**config.mk**
```make
export PLATFORM = sky130hd
export DESIGN_NAME = wprot_gate
export DESIGN_NICKNAME = d
export VERILOG_FILES = /design/src/rtl/wprot_pkg.sv /design/src/rtl/wprot_window.sv /design/src/rtl/wprot_seq.sv /design/src/rtl/wprot_status.sv /design/src/rtl/wprot_gate.sv
export SDC_FILE = /design/constraint.sdc
export NUM_CORES = 1
export LEC_CHECK = 0
export CAP_MARGIN = 25
export CORE_MARGIN = 5
export CORE_UTILIZATION = 47
export DETAILED_ROUTE_END_ITERATION = 10
export GPL_ROUTABILITY_DRIVEN = 0
export HOLD_SLACK_MARGIN = 0.03
export PLACE_DENSITY = 0.9
export SLEW_MARGIN = 25
export SYNTH_ARGS = -nofsm -noshare
export SYNTH_HDL_FRONTEND = slang
export SYNTH_SLANG_ARGS = --single-unit
export TNS_END_PERCENT = 100
```
**constraint.sdc**
```tcl
create_clock -name clk -period 5.93 [get_ports clk]
set_clock_uncertainty 0.15 [all_clocks]
set_input_delay 0.8895 -clock clk [delete_from_list [all_inputs] [get_ports clk]]
set_output_delay 0.8895 -clock clk [all_outputs]
set_load 0.005 [all_outputs]
```
**src/rtl/wprot_pkg.sv**
```systemverilog
package wprot_pkg;

  typedef enum logic {
    SQ_IDLE = 1'b0,
    SQ_BUSY = 1'b1
  } seq_state_t;

  // Half-open window test: lo <= pg < hi, empty when hi <= lo.
  function automatic logic page_in_window(input logic [7:0] lo,
                                          input logic [7:0] hi,
                                          input logic [7:0] pg);
    logic above_lo;
    logic below_hi;
    above_lo = (pg >= lo);
    below_hi = (pg < hi);
    return (hi > lo) && above_lo && below_hi;
  endfunction

  // Status byte image: upper bits zero, protected flag, aborted flag.
  function automatic logic [7:0] status_image(input logic prot,
                                              input logic abrt);
    return {6'b000000, prot, abrt};
  endfunction

endpackage

```
**src/rtl/wprot_window.sv**
```systemverilog
module wprot_window #(
  parameter int PAGE_W = 8
) (
  input  logic [PAGE_W-1:0] lock_pg,
  input  logic [PAGE_W-1:0] open_pg,
  input  logic [PAGE_W-1:0] page,
  output logic              hit
);
  logic [PAGE_W-1:0] span;
  logic [PAGE_W-1:0] offs;
  logic              nonempty;

  // Same test as the package function, written as an offset compare.
  always_comb begin
    nonempty = (open_pg > lock_pg);
    span     = open_pg - lock_pg;
    offs     = page - lock_pg;
    hit      = nonempty && (offs < span);
  end
endmodule

```
**src/rtl/wprot_seq.sv**
```systemverilog
module wprot_seq #(
  parameter int WR_CYCLES = 4,
  localparam int CNT_W = (WR_CYCLES > 1) ? $clog2(WR_CYCLES) : 1
) (
  input  logic clk,
  input  logic rst_n,
  input  logic start,
  input  logic abort_in,
  output logic busy,
  output logic abort_hit,
  output logic finish_ok
);
  import wprot_pkg::*;

  seq_state_t       state_q;
  logic [CNT_W-1:0] cnt_q;
  logic             last_cyc;

  assign busy      = (state_q == SQ_BUSY);
  assign last_cyc  = busy && (cnt_q == '0);
  assign abort_hit = busy && abort_in;
  assign finish_ok = last_cyc && !abort_in;

  always_ff @(posedge clk or negedge rst_n) begin
    if (!rst_n) begin
      state_q <= SQ_IDLE;
      cnt_q   <= '0;
    end else begin
      case (state_q)
        SQ_IDLE: begin
          if (start) begin
            state_q <= SQ_BUSY;
            cnt_q   <= CNT_W'(WR_CYCLES - 1);
          end
        end
        SQ_BUSY: begin
          if (abort_in || (cnt_q == '0)) begin
            state_q <= SQ_IDLE;
            cnt_q   <= '0;
          end else begin
            cnt_q <= cnt_q - 1'b1;
          end
        end
        default: state_q <= SQ_IDLE;
      endcase
    end
  end
endmodule

```
**src/rtl/wprot_status.sv**
```systemverilog
module wprot_status (
  input  logic       clk,
  input  logic       rst_n,
  input  logic       set_prot,
  input  logic       set_abrt,
  input  logic       clr_all,
  output logic [7:0] stat
);
  import wprot_pkg::*;

  logic prot_q;
  logic abrt_q;

  always_ff @(posedge clk or negedge rst_n) begin
    if (!rst_n) begin
      prot_q <= 1'b0;
      abrt_q <= 1'b0;
    end else begin
      if (clr_all) begin
        prot_q <= 1'b0;
        abrt_q <= 1'b0;
      end else begin
        if (set_prot) prot_q <= 1'b1;
        if (set_abrt) abrt_q <= 1'b1;
      end
    end
  end

  assign stat = status_image(prot_q, abrt_q);
endmodule

```
**src/rtl/wprot_gate.sv**
```systemverilog
module wprot_gate #(
  parameter int WR_CYCLES = 4
) (
  input  logic       clk,
  input  logic       rst_n,
  input  logic [7:0] lock_pg,
  input  logic [7:0] open_pg,
  input  logic       wr_req,
  input  logic [7:0] wr_page,
  input  logic       abort_in,
  output logic       wr_ack,
  output logic       wr_err,
  output logic       wr_busy,
  output logic       wr_done,
  output logic       mem_wr_stb,
  output logic [7:0] mem_wr_page,
  output logic [7:0] stat_byte
);
  // Named internal events, kept visible for the checker.
  logic win_hit;
  logic req_take;
  logic refuse_ev;
  logic accept_ev;
  logic abort_ev;
  logic success_ev;

  wprot_window #(.PAGE_W(8)) u_win (
    .lock_pg (lock_pg),
    .open_pg (open_pg),
    .page    (wr_page),
    .hit     (win_hit)
  );

  assign req_take  = wr_req && !wr_busy;
  assign refuse_ev = req_take && win_hit;
  assign accept_ev = req_take && !win_hit;

  wprot_seq #(.WR_CYCLES(WR_CYCLES)) u_seq (
    .clk       (clk),
    .rst_n     (rst_n),
    .start     (accept_ev),
    .abort_in  (abort_in),
    .busy      (wr_busy),
    .abort_hit (abort_ev),
    .finish_ok (success_ev)
  );

  wprot_status u_stat (
    .clk      (clk),
    .rst_n    (rst_n),
    .set_prot (refuse_ev),
    .set_abrt (abort_ev),
    .clr_all  (success_ev),
    .stat     (stat_byte)
  );

  assign wr_ack      = req_take;
  assign wr_err      = refuse_ev;
  assign mem_wr_stb  = accept_ev;
  assign mem_wr_page = wr_page;
  assign wr_done     = success_ev;
endmodule

```
# Word level (Yosys, flattened, before mapping)
# Index checks and enable logic that the tools add are counted.
# word_totals
regBits,5
in_bits,28
out_inout_bits,21
# op_classes
add_sub_neg,3
order_cmp,2
eq_ne,1
n_mux,10
n_bitwise,1
reduce_logical,14
# ops
operator,count
8-bit subtractor,2
8-bit > comparator,1
8-bit < comparator,1
1-bit logical AND,7
1-bit 2-to-1 mux,6
2-bit 2-to-1 mux,2
2-bit case mux with 2 select lines,1
2-bit nonzero test,2
1-bit zero test,3
2-bit zero test,1
2-bit != test (second input constant),1
1-bit case mux with 2 select lines,1
2-bit by 1-bit subtractor with 2-bit output (second input constant),1
1-bit logical OR,1
1-bit inverter,1

# Longest topological paths before layout
# logic_depth
word_depth,7
depth_mapped,15
ltp_nobuf,15

# Modules after synthesis
# Synthesis repeated with hierarchy kept, for this count alone.
# unflattened
hier_cells,150
area_unflattened_um2,1221.2
# modules_own_cells
mod,instances,cells_per_inst,area_per_inst_um2,seq_area_each_um2
wprot_window,1,109,842.1,0.0
wprot_seq,1,17,157.7,75.1
wprot_status,1,13,133.9,50.0
wprot_gate,1,11,87.6,0.0

# Worst setup path after synthesis
# No wires, ideal clock.
# synth_path
path_kind,input to output
startpoint,input wr_page[0]
endpoint,output mem_wr_stb
arrival_time_ns,3.343
setup_slack_ns,1.547
path_stages,14
path_cell_list,inv_1 ha_1 fa_1 nor2b_1 o21ai_1 a21boi_2 nor4_1 a311o_1 ha_1 a21oi_2 nand2_1 a211oi_2 o211ai_2 and2_2
# synth_via
elab_chain_len,5
# synth_lines
element,line,rtl
start: declaration,wprot_gate.sv:9,"input logic [7:0] wr_page,"
8-bit subtractor,wprot_window.sv:17,offs = page - lock_pg;
8-bit < comparator,wprot_window.sv:18,hit = nonempty && (offs < span);
1-bit logical AND,wprot_window.sv:18,
1-bit zero test,wprot_gate.sv:36,assign accept_ev = req_take && !win_hit;
1-bit logical AND,wprot_gate.sv:36,
end: declaration,wprot_gate.sv:15,"output logic mem_wr_stb,"
# Every way passes these cells.

# Worst setup path after layout
# Ends and elaborated chain as after synthesis.

==> run metrics <==
Mapped Area 0.00120 sq mm; Resized cells post-CTS 0; Max rail drop VDD 0.212 mV; Rows 18; # fillers 224; largest area contributor in the netlist ha_1; RSZ-0062 raised after global routing false; Hold Crit Start u_stat.abrt_q; f_max 181 MHz; Distinct cells, synth 37; Vias per Instance 5.28; CTS sink count 5; Reg-to-Reg Start u_seq.cnt_q[0]; Post-synth top cells ha_1, inv_1, buf_4; Place WS 0.415 ns; Setup WS post-layout 0.415 ns; pwr/cell area 212 mW/mm^2; EDFF count, synth 0; Final Power 0.000337 W; hold_buf cts 0; Crit Path Category input pin to output port; placed insts 214; die height 60.6 microns; main flop type after synthesis dfrtp_1; Inserted Diodes 0; worst-path fanout max 6; TritonCTS buffer count 3; M1 WL 1.12 mm; Critical Path Source wr_page[0]; WL met3 211 microns; GR Util All Layers 15.4%; DR top layer met4; post-route cell area 0.00158 sq mm; first-pass GRT wire length 4.36 mm; WP data arrival 4.48 ns; count leader, synth ha_1; Post-DP Area 0.00156 sq mm; share of cells above drive strength 1 5.85%; DRT iter0 DRCs 35; initial antenna violation count 0; Synth warnings 0; Final Hold Fails 0; io pins 49; post-synthesis sequential area ratio 10.4%; Root Buffer Master clkbuf_4; htree depth 1; Mapped Cells 154; Synth area leaders ha_1, dfrtp_1, buf_4; flop and latch count out of synthesis 5; gr ovfl total 0; Post-synth ARST share 100%; top cell type's share of synthesized area 23.9%; WL met2 1.40 mm; share of the clock period used by the worst path 93.0%; Std-Cell Core Area 0.00245 sq mm; Clock Pin Slew Worst Setup and Hold Paths 0.04 ns; Setup TNS Final 0 ns; setup repair bufs after CTS 0; setup violators final 0; clk buf depth 2; DRT Wirelength 2.77 mm; post-layout min period 5.52 ns; CTS tree yes; I/O Buffers 42; worst min-delay path category flip-flop to flip-flop; CP Capture Type output port; starting density of the core 49.1%; drc violations 0; Final #Nets 242; post-route ant nets 0; largest net degree at the start of global routing 12; status complete, no violations; Die Area 0.00368 sq mm; area growth from synthesis to layout 31.5%; number of global-route vias before repair 1083; Syn Area/Cell 7.82 sq um; Layout Cells excl Fill 218; routed vias 1150; Final Slew Violations 0; Leakage 0.743 nW; DRT Pass-1 Iters 4; maxcap violations 0; CP startpoint kind input pin; WL/cell 12.7 microns; clk_lat worst skew 0.25 ns; Die Span X 60.6 microns; Crit path required time 4.89 ns; hpwl dp 2.40 mm
## final timing paths
kind	cells past startpoint	slack, ns	to
min in group asynchronous	1	0.72	u_stat.abrt_q
max reg2reg	4	4.49	u_seq.cnt_q[1]
min reg2reg	1	0.34	u_stat.abrt_q
max in group asynchronous	1	4.71	u_seq.cnt_q[1]
min	1	0.34	u_stat.abrt_q
max	16	0.41	mem_wr_stb
## per-layer routing
layer | track usage [%] | vias up
met4 | 5.26 | 0
met1 | 17.3 | 524
li1 | - | 583
met3 | 4.04 | 4
met5 | 0 | -
met2 | 27.8 | 39
## per-stage QoR
stage	hold WS [ns]	utilization, %
2_1_floorplan	0.314	-
3_3_place_gp	0.333	63.5
3_5_place_dp	0.335	63.5
4_1_cts	0.349	64.5
5_1_grt	0.371	64.5
6_report	0.342	64.5
## where the power goes
| group | leakage [nW] | switching, W | internal, W |
|---|---|---|---|
| clock | 0.0150 | 0.0000141 | 0.0000254 |
| sequential | 0.0559 | 0.0000173 | 0.0000505 |
| combinational | 0.672 | 0.000106 | 0.000124 |
## logic make-up (layout without fill, tap and decap cells)
family / Yosys count / count (layout) / share of synthesized area, %
AND/OR/NAND/NOR: 41 / 41 / 16.3
buffers and inverters: 37 / 66 / 16.5
AO/OA/AOI/OAI: 34 / 34 / 21.3
adder cells (fa/ha/maj): 25 / 25 / 27.2
XOR/XNOR: 11 / 11 / 8.00
flip-flops: 5 / 5 / 10.4
other: 1 / 6 / 0.311
## sequential cells by signal (all words and copies together), names as in the netlist
name and count:
u_stat.prot_q 1, u_seq.busy 1, u_stat.abrt_q 1, u_seq.cnt_q 2
## cell type report
| class | count | area [sq um] | share of cell area, % |
|---|---|---|---|
| clock buffer | 4 | 26.3 | 1.66 |
| inverter | 20 | 75.1 | 4.74 |
| multi-input combinational | 117 | 900 | 56.8 |
| sequential | 5 | 125 | 7.90 |
| tap | 30 | 37.5 | 2.37 |
| timing repair buffer | 42 | 420 | 26.5 |
## placed cells by master (no fill, tap or decap), types with 5 or more instances in the layout
cell type	count
nand2_1	8
inv_1	20
xnor2_1	8
a21oi_1	8
ha_1	23
conb_1	6
dfrtp_1	5
nor2_1	14
clkdlybuf4s50_1	42
o21ai_0	5
## critical path, stage by stage
cell	delay, ns
clkdlybuf4s50_1	0.47
inv_1	0.04
ha_1	0.19
fa_1	0.42
nor2b_1	0.14
o21ai_1	0.10
a21boi_2	0.20
nor4_1	0.06
a311o_1	0.32
ha_1	0.34
a21oi_2	0.14
nand2_1	0.07
a211oi_2	0.23
o211ai_2	0.18
and2_2	0.22
clkdlybuf4s50_1	0.44
No activity file was read; power rests on OpenSTA's default activity.
